### config.mk
export PLATFORM = sky130hd
export DESIGN_NAME = pairtlb
export DESIGN_NICKNAME = d
export VERILOG_FILES = /design/src/rtl/pairtlb_pkg.sv /design/src/rtl/pairtlb_entry.sv /design/src/rtl/pairtlb_prio.sv /design/src/rtl/pairtlb_rand.sv /design/src/rtl/pairtlb.sv
export SDC_FILE = /design/constraint.sdc
export NUM_CORES = 2
export LEC_CHECK = 0
export CELL_PAD_IN_SITES_DETAIL_PLACEMENT = 1
export CELL_PAD_IN_SITES_GLOBAL_PLACEMENT = 1
export CORE_MARGIN = 8
export CORE_UTILIZATION = 30
export CTS_CLUSTER_DIAMETER = 150
export DETAILED_ROUTE_END_ITERATION = 12
export GPL_ROUTABILITY_DRIVEN = 0
export PLACE_DENSITY_LB_ADDON = 0.15
export SYNTH_ARGS = -nofsm -noshare
export SYNTH_HDL_FRONTEND = slang
export SYNTH_SLANG_ARGS = --single-unit
### constraint.sdc
create_clock -name clk -period 5.4 [get_ports clk]
set_input_delay 1.08 -clock clk [delete_from_list [all_inputs] [get_ports clk]]
set_output_delay 1.08 -clock clk [all_outputs]
set_load 0.1 [all_outputs]
### src/rtl/pairtlb_pkg.sv
`timescale 1ns/1ps
package pairtlb_pkg;
   typedef enum logic [1:0] {
      OP_WR_IDX = 2'd0,
      OP_WR_RND = 2'd1,
      OP_RD_IDX = 2'd2,
      OP_PROBE  = 2'd3
   } tlb_op_e;

   typedef enum logic [1:0] {
      FLT_NONE    = 2'd0,
      FLT_MISS    = 2'd1,
      FLT_INVALID = 2'd2,
      FLT_MOD     = 2'd3
   } tlb_fault_e;

   localparam logic [2:0] SEL_HI    = 3'd0;
   localparam logic [2:0] SEL_LO0   = 3'd1;
   localparam logic [2:0] SEL_LO1   = 3'd2;
   localparam logic [2:0] SEL_INDEX = 3'd3;
   localparam logic [2:0] SEL_WIRED = 3'd4;

   localparam int LO_G       = 0;
   localparam int LO_V       = 1;
   localparam int LO_D       = 2;
   localparam int LO_ATTR    = 3;
   localparam int ATTR_W     = 3;
   localparam int LO_PFN     = 6;
   localparam int PAGE_SHIFT = 12;
   localparam int PAIR_SHIFT = 13;
endpackage

### src/rtl/pairtlb_entry.sv
`timescale 1ns/1ps
module pairtlb_entry
   import pairtlb_pkg::*;
#(
   parameter  int VA_W   = 32,
   parameter  int ASID_W = 8,
   parameter  int PFN_W  = 20,
   parameter  int REG_W  = 32,
   localparam int TAG_W  = VA_W - PAIR_SHIFT
) (
   input  logic                         clk,
   input  logic                         rst_n,
   input  logic                         wr_en,
   input  logic [VA_W-1:0]              hi_in,
   input  logic [REG_W-1:0]             lo0_in,
   input  logic [REG_W-1:0]             lo1_in,
   input  logic [TAG_W-1:0]             xl_tag_i,
   input  logic [ASID_W-1:0]            xl_asid_i,
   input  logic [TAG_W-1:0]             pr_tag_i,
   input  logic [ASID_W-1:0]            pr_asid_i,
   output logic                         xl_hit_o,
   output logic                         pr_hit_o,
   output logic [TAG_W-1:0]             tag_o,
   output logic [ASID_W-1:0]            asid_o,
   output logic                         glob_o,
   output logic [1:0]                   vld_o,
   output logic [1:0]                   dty_o,
   output logic [1:0][ATTR_W-1:0]       attr_o,
   output logic [1:0][PFN_W-1:0]        pfn_o
);
   logic [1:0][REG_W-1:0] lo_in;
   assign lo_in = {lo1_in, lo0_in};

   always_ff @(posedge clk or negedge rst_n) begin
      if (!rst_n) begin
         tag_o  <= '0;
         asid_o <= '0;
         glob_o <= 1'b0;
      end else if (wr_en) begin
         tag_o  <= hi_in[VA_W-1:PAIR_SHIFT];
         asid_o <= hi_in[ASID_W-1:0];
         glob_o <= lo0_in[LO_G] & lo1_in[LO_G];
      end
   end

   for (genvar h = 0; h < 2; h++) begin : g_half
      always_ff @(posedge clk or negedge rst_n) begin
         if (!rst_n) begin
            vld_o[h]  <= 1'b0;
            dty_o[h]  <= 1'b0;
            attr_o[h] <= '0;
            pfn_o[h]  <= '0;
         end else if (wr_en) begin
            vld_o[h]  <= lo_in[h][LO_V];
            dty_o[h]  <= lo_in[h][LO_D];
            attr_o[h] <= lo_in[h][LO_ATTR +: ATTR_W];
            pfn_o[h]  <= lo_in[h][LO_PFN +: PFN_W];
         end
      end
   end

   assign xl_hit_o = (tag_o == xl_tag_i) && (glob_o || (asid_o == xl_asid_i));
   assign pr_hit_o = (tag_o == pr_tag_i) && (glob_o || (asid_o == pr_asid_i));
endmodule

### src/rtl/pairtlb_prio.sv
`timescale 1ns/1ps
module pairtlb_prio #(
   parameter  int N  = 16,
   localparam int IW = $clog2(N)
) (
   input  logic          clk,
   input  logic          rst_n,
   input  logic [N-1:0]  hit_i,
   output logic          any_o,
   output logic [IW-1:0] idx_o
);
   always_comb begin
      any_o = 1'b0;
      idx_o = '0;
      for (int k = N - 1; k >= 0; k--) begin
         if (hit_i[k]) begin
            any_o = 1'b1;
            idx_o = IW'(k);
         end
      end
   end


   sel_is_hit_chk: assert property (@(posedge clk) disable iff (!rst_n)
      any_o |-> hit_i[idx_o]);


   sel_is_lowest_chk: assert property (@(posedge clk) disable iff (!rst_n)
      any_o |-> ((hit_i & ((N'(1) << idx_o) - N'(1))) == '0));
endmodule

### src/rtl/pairtlb_rand.sv
`timescale 1ns/1ps
module pairtlb_rand #(
   parameter  int N  = 16,
   localparam int IW = $clog2(N)
) (
   input  logic          clk,
   input  logic          rst_n,
   input  logic [IW-1:0] wired_i,
   output logic [IW-1:0] rand_o
);
   localparam logic [IW-1:0] TOP = IW'(N - 1);

   always_ff @(posedge clk or negedge rst_n) begin
      if (!rst_n)                rand_o <= TOP;
      else if (rand_o <= wired_i) rand_o <= TOP;
      else                        rand_o <= rand_o - 1'b1;
   end


   rand_step_chk: assert property (@(posedge clk) disable iff (!rst_n)
      (rand_o > wired_i) |=> (rand_o == $past(rand_o) - 1'b1));
endmodule

### src/rtl/pairtlb.sv
`timescale 1ns/1ps
module pairtlb
   import pairtlb_pkg::*;
#(
   parameter  int ENTRIES = 16,
   parameter  int VA_W    = 32,
   parameter  int PA_W    = 32,
   parameter  int ASID_W  = 8,
   parameter  int REG_W   = 32,
   localparam int IDX_W   = $clog2(ENTRIES),
   localparam int TAG_W   = VA_W - PAIR_SHIFT,
   localparam int PFN_W   = PA_W - PAGE_SHIFT
) (
   input  logic              clk,
   input  logic              rst_n,
   input  logic              stg_we,
   input  logic [2:0]        stg_sel,
   input  logic [REG_W-1:0]  stg_wdata,
   input  logic              op_go,
   input  logic [1:0]        op_kind,
   input  logic [VA_W-1:0]   va,
   input  logic              va_is_write,
   input  logic [ASID_W-1:0] cur_asid,
   output logic [PA_W-1:0]   pa,
   output logic              perm_rd,
   output logic              perm_wr,
   output logic [1:0]        fault,
   output logic [VA_W-1:0]   hi_q,
   output logic [REG_W-1:0]  lo0_q,
   output logic [REG_W-1:0]  lo1_q,
   output logic [REG_W-1:0]  index_q,
   output logic [IDX_W-1:0]  wired_q,
   output logic [IDX_W-1:0]  random_q
);
   if (ENTRIES < 2 || (ENTRIES & (ENTRIES - 1)) != 0) begin : g_bad_entries
      $error("pairtlb: ENTRIES must be a power of two of at least 2");
   end
   if (ASID_W > PAIR_SHIFT) begin : g_bad_asid
      $error("pairtlb: ASID_W overlaps the tag field");
   end
   if (LO_PFN + PFN_W > REG_W || VA_W > REG_W) begin : g_bad_regw
      $error("pairtlb: staging word too narrow");
   end

   tlb_op_e op;
   assign op = tlb_op_e'(op_kind);

   logic [ENTRIES-1:0]       xl_hits, pr_hits, wr_vec, e_glob;
   logic [TAG_W-1:0]         e_tag  [ENTRIES];
   logic [ASID_W-1:0]        e_asid [ENTRIES];
   logic [1:0]               e_vld  [ENTRIES];
   logic [1:0]               e_dty  [ENTRIES];
   logic [1:0][ATTR_W-1:0]   e_attr [ENTRIES];
   logic [1:0][PFN_W-1:0]    e_pfn  [ENTRIES];

   logic             do_wr;
   logic [IDX_W-1:0] wr_slot, rd_idx, xl_idx, pr_idx;
   logic             xl_any, pr_any;

   assign do_wr   = op_go && (op == OP_WR_IDX || op == OP_WR_RND);
   assign wr_slot = (op == OP_WR_RND) ? random_q : index_q[IDX_W-1:0];
   assign rd_idx  = index_q[IDX_W-1:0];

   for (genvar g = 0; g < ENTRIES; g++) begin : g_ent
      assign wr_vec[g] = do_wr && (wr_slot == IDX_W'(g));
      pairtlb_entry #(.VA_W(VA_W), .ASID_W(ASID_W), .PFN_W(PFN_W), .REG_W(REG_W)) u_ent (
         .clk       (clk),
         .rst_n     (rst_n),
         .wr_en     (wr_vec[g]),
         .hi_in     (hi_q),
         .lo0_in    (lo0_q),
         .lo1_in    (lo1_q),
         .xl_tag_i  (va[VA_W-1:PAIR_SHIFT]),
         .xl_asid_i (cur_asid),
         .pr_tag_i  (hi_q[VA_W-1:PAIR_SHIFT]),
         .pr_asid_i (hi_q[ASID_W-1:0]),
         .xl_hit_o  (xl_hits[g]),
         .pr_hit_o  (pr_hits[g]),
         .tag_o     (e_tag[g]),
         .asid_o    (e_asid[g]),
         .glob_o    (e_glob[g]),
         .vld_o     (e_vld[g]),
         .dty_o     (e_dty[g]),
         .attr_o    (e_attr[g]),
         .pfn_o     (e_pfn[g])
      );
   end

   pairtlb_prio #(.N(ENTRIES)) u_xl_prio (
      .clk(clk), .rst_n(rst_n), .hit_i(xl_hits), .any_o(xl_any), .idx_o(xl_idx));
   pairtlb_prio #(.N(ENTRIES)) u_pr_prio (
      .clk(clk), .rst_n(rst_n), .hit_i(pr_hits), .any_o(pr_any), .idx_o(pr_idx));
   pairtlb_rand #(.N(ENTRIES)) u_rand (
      .clk(clk), .rst_n(rst_n), .wired_i(wired_q), .rand_o(random_q));

   // translation path
   logic             half, sel_vld, sel_dty;
   logic [PFN_W-1:0] sel_pfn;
   tlb_fault_e       flt;

   assign half    = va[PAGE_SHIFT];
   assign sel_vld = e_vld[xl_idx][half];
   assign sel_dty = e_dty[xl_idx][half];
   assign sel_pfn = e_pfn[xl_idx][half];

   always_comb begin
      if (!xl_any)                      flt = FLT_MISS;
      else if (!sel_vld)                flt = FLT_INVALID;
      else if (va_is_write && !sel_dty) flt = FLT_MOD;
      else                              flt = FLT_NONE;
   end

   assign fault   = flt;
   assign perm_rd = (flt == FLT_NONE);
   assign perm_wr = (flt == FLT_NONE) && sel_dty;
   assign pa      = {sel_pfn, va[PAGE_SHIFT-1:0]};

   // read-back words
   function automatic logic [REG_W-1:0] pack_lo(input logic g, input logic v, input logic d,
                                                input logic [ATTR_W-1:0] a,
                                                input logic [PFN_W-1:0] p);
      logic [REG_W-1:0] w;
      w = '0;
      w[LO_G]              = g;
      w[LO_V]              = v;
      w[LO_D]              = d;
      w[LO_ATTR +: ATTR_W] = a;
      w[LO_PFN +: PFN_W]   = p;
      return w;
   endfunction

   logic [VA_W-1:0]  rb_hi;
   logic [REG_W-1:0] rb_lo0, rb_lo1;

   always_comb begin
      rb_hi = '0;
      rb_hi[VA_W-1:PAIR_SHIFT] = e_tag[rd_idx];
      rb_hi[ASID_W-1:0]        = e_asid[rd_idx];
      rb_lo0 = pack_lo(e_glob[rd_idx], e_vld[rd_idx][0], e_dty[rd_idx][0],
                       e_attr[rd_idx][0], e_pfn[rd_idx][0]);
      rb_lo1 = pack_lo(e_glob[rd_idx], e_vld[rd_idx][1], e_dty[rd_idx][1],
                       e_attr[rd_idx][1], e_pfn[rd_idx][1]);
   end

   // staging registers
   always_ff @(posedge clk or negedge rst_n) begin
      if (!rst_n) begin
         hi_q    <= '0;
         lo0_q   <= '0;
         lo1_q   <= '0;
         index_q <= '0;
         wired_q <= '0;
      end else if (op_go) begin
         case (op)
            OP_RD_IDX: begin
               hi_q  <= rb_hi;
               lo0_q <= rb_lo0;
               lo1_q <= rb_lo1;
            end
            OP_PROBE:  index_q <= pr_any ? REG_W'(pr_idx) : (REG_W'(1) << (REG_W - 1));
            default:   ;
         endcase
      end else if (stg_we) begin
         case (stg_sel)
            SEL_HI:    hi_q    <= stg_wdata[VA_W-1:0];
            SEL_LO0:   lo0_q   <= stg_wdata;
            SEL_LO1:   lo1_q   <= stg_wdata;
            SEL_INDEX: index_q <= stg_wdata;
            SEL_WIRED: wired_q <= stg_wdata[IDX_W-1:0];
            default:   ;
         endcase
      end
   end


   mod_needs_write_chk: assert property (@(posedge clk) disable iff (!rst_n)
      (fault == 2'd3) |-> va_is_write);


   wr_implies_rd_chk: assert property (@(posedge clk) disable iff (!rst_n)
      perm_wr |-> perm_rd);


   probe_miss_flag_chk: assert property (@(posedge clk) disable iff (!rst_n)
      (op_go && op == OP_PROBE && !pr_any) |=> (index_q[REG_W-1] && index_q[IDX_W-1:0] == '0));


   probe_hit_flag_chk: assert property (@(posedge clk) disable iff (!rst_n)
      (op_go && op == OP_PROBE && pr_any) |=> !index_q[REG_W-1]);
endmodule

==> results by group <==
Clock network
  – Number of buffers created by CTS: 181
  – Hold_buf cts: 0
  – CTS tree: yes
  – Worst-path clk slew: 0.06 ns
  – CTS sink count: 1384
  – H-Tree Depth: 4
  – Clock Tree Buf Depth: 4
  – Clk root buf: clkbuf_16
  – Clock Latency Late Sink: 0.88 ns

Global routing
  – Total GRT Usage: 24.6%
  – Initial antenna violation count: 9
  – First-pass GRT wire length: 502000 um
  – Largest net degree at the start of global routing: 127
  – Number of global-route vias before repair: 63800
  – Overflow after GRT: 0

Worst setup path
  – CP max FO: 6
  – Crit path arrival time: 5.50 ns
  – WP data required: 4.32 ns
  – Setup CP Type: input pin to output port
  – Crit. End Element: output port
  – CP Launch Point: va[13]
  – Startpoint Class: input pin
  – FF-to-FF Start: hi_q[26]$_DFFE_PN0P_

Final layout
  – Post-Layout Inst Area: 101000 um^2
  – Fillers: 27100
  – Layout cells sized above 1: 45.4%
  – Nets@finish: 7339
  – Layout area overhead: 29.3%

Die
  – Rows: 187
  – Die W: 527 um
  – Die area: 278000 um^2
  – Die height: 527 um
  – Core area: 259000 um^2
  – I/O pins: 254
  – Initial Util: 30.2%

STA
  – Hold Vio Cnt, Final: 0
  – Min Tclk post-route: 6.58 ns
  – Sum Neg Setup Slack: -26.79 ns
  – Period Utilization, post-route: 122%
  – Clock skew after layout: 0.0743 ns
  – PnR worst setup slack: -1.18 ns
  – Unrepaired setup endpoints after global routing: true
  – Least-Margin Pin Slew: 1.22 ns
  – Max Slew Vio Count: 0
  – Slew headroom: 18.3%
  – Fmax achieved: 152 MHz
  – # setup viols final: 24

Logic synthesis
  – Synth Flop Type: dfrtp_1
  – #FFs+latches synth: 1384
  – Post-synthesis async set-or-reset flop share: 100%
  – Synth warn: 0
  – Seq/Total Area, Yosys: 44.3%
  – Cells after synthesis: 6554
  – Syn avg cell area: 11.9 um^2
  – Cell Area, Synth: 78300 um^2
  – Distinct cell type count of the synthesized netlist: 61
  – Post-synth EDFFs: 0
  – Syn Nets: 6641

Job
  – Max_cap viols: 0

Hold path
  – Hold Path Class: input pin to async pin

Pwr
  – Power Density: 512 nW/um^2
  – Static Leak: 45.9 nW
  – VDD IR max: 0.285 mV
  – Total power draw: 51.9 mW

Status
  – Status: finished with violations
  – Failing checks: negative setup slack

Routing
  – DRC: 0
  – Detail Route Antenna Nets: 0
  – Drt via density: 5.53
  – Routed WL per cell: 32.5 um
  – 1st-pass router iterations: 7
  – Vias post-DR: 59700
  – Iter 0 DRT Violations: 4341
  – Routed WL: 351000 um

Place
  – Port Buffers: 229
  – Cell area after placement: 90300 um^2
  – Final HPWL DP: 230000 um
  – Post-Place Worst Slack: -2.41 ns
critical path, cell delays in order:
cell      delay, ns
buf_6          0.10
buf_12         0.13
buf_8          0.13
xor2_1         0.13
nor4_1         0.31
nand2_1        0.15
buf_6          0.15
nor4_4         0.42
nor4_4         0.08
a2111o_1       0.55
buf_6          0.17
a21oi_4        0.18
buf_12         0.17
buf_12         0.13
buf_16         0.12
buf_6          0.13
nand2_1        0.09
a311oi_2       0.28
a311oi_2       0.10
nor4_4         0.60
buf_12         0.25
cells by family (layout without fill, tap and decap cells):
kind of cell	Yosys count	after routing	share of synthesized area (%)
simple gates	1489	1489	8.87
compound gates	502	502	4.28
flops	1384	1384	44.3
buf+inv	658	1490	3.50
fa+ha+maj	5	5	0.0799
other cells	0	5	0
mux	1650	1650	29.3
xor+xnor	866	866	9.69
final cells by class:
class	instances	area, um^2	share of cell area (%)
Multi-Input combinational cell	4512	43800	43.3
Sequential cell	1384	34700	34.3
Timing Repair Buffer	1145	12200	12.1
Clock buffer	261	5260	5.20
Tap cell	3402	4260	4.21
Clock inverter	56	850	0.840
Inverter	28	113	0.111
Antenna cell	5	12.5	0.0124
stage by stage:
stage	std cells	util (%)	hold slack, ns
CTS	10800	38.6	0.233
floorplan	6554	-	0.474
global placement	10300	34.8	0.465
global route	10800	39.0	0.209
detailed placement	10300	34.8	0.472
finish	10800	39.0	0.191
sequential cells by signal, summed over array words and instances, names as in the netlist:
signal / flops
g_ent.u_ent.asid_o: 128
g_ent.u_ent.attr_o: 96
g_ent.u_ent.dty_o: 32
g_ent.u_ent.glob_o: 16
g_ent.u_ent.pfn_o: 640
g_ent.u_ent.tag_o: 304
g_ent.u_ent.vld_o: 32
hi_q: 32
index_q: 32
lo0_q: 32
lo1_q: 32
u_rand.rand_o: 4
wired_q: 4
final timing paths:
path,slack [ns],endpoint,depth (start not counted)
min in group clk,0.48,lo1_q[28]$_DFFE_PN0P_,2
worst max-delay path,-1.18,pa[23],21
max in group asynchronous,3.55,g_ent[7].u_ent.pfn_o[0]$_DFFE_PN0P_,2
worst min-delay path,0.19,g_ent[15].u_ent.tag_o[14]$_DFFE_PN0P_,1
worst max register to register,0.83,index_q[0]$_DFFE_PN0P_,12
worst min register to register,0.48,lo1_q[28]$_DFFE_PN0P_,2
synth_stat cells (88+ instances only):
library cell  count  area, um^2
dfrtp_1        1380       34500
mux2_2         1249       14100
nand2_1         810        3040
xor2_1          734        6430
clkbuf_1        438        1640
mux4_2          390        8780
nor4_1          219        1370
nand3_1         190         951
a311oi_1        160        1400
o21ai_0         139         696
xnor2_1         132        1160
a21oi_1         116         581
buf_2            88         440
layout by cell type, fill, tap and decap left out, types with 26 or more instances in the layout:
master | Yosys | layout
nand2_1 | 810 | 768
buf_4 | 38 | 683
nand3_1 | 190 | 183
clkbuf_8 | 0 | 38
and3_1 | 82 | 48
buf_6 | 2 | 58
mux2_2 | 1249 | 1247
xor2_1 | 734 | 712
dfrtp_1 | 1380 | 1363
nand4_1 | 39 | 39
nor4_2 | 0 | 43
nor4_1 | 219 | 143
clkbuf_1 | 438 | 40
clkdlybuf4s50_1 | 0 | 146
a21oi_1 | 116 | 105
nand2_2 | 0 | 34
o21ai_0 | 139 | 139
a311oi_2 | 0 | 122
and3_4 | 0 | 34
buf_12 | 0 | 179
xnor2_1 | 132 | 130
nor4_4 | 0 | 33
nor2_1 | 38 | 27
a311oi_1 | 160 | 28
mux4_2 | 390 | 390
inv_1 | 27 | 26
clkbuf_16 | 0 | 186
repair_timing:
item                       CTS  global route
setup endpoints to repair   24            24
pin swaps                  185           122
buffers inserted           135            55
gates resized for setup    465           198
gates cloned                20             2
layer usage:
metal / wire [um] / GRT usage, % / vias to the layer above
met2: 163000 / 39.7 / 1675
met4: 17100 / 9.97 / 2
met5: 17 / 0 / -
met1: 154000 / 33.4 / 32300
met3: 16700 / 3.69 / 548
li1: - / - / 25100
where the power goes:
part / leakage (nW) / internal [mW] / switching, mW / total [mW]
registers: 18.6 / 14.1 / 4.50 / 18.6
clock network: 3.00 / 7.70 / 4.99 / 12.7
logic: 24.3 / 9.58 / 11.0 / 20.6
total: 45.9 / 31.3 / 20.5 / 51.9
Note: power is estimated with default switching activity, not from simulation.
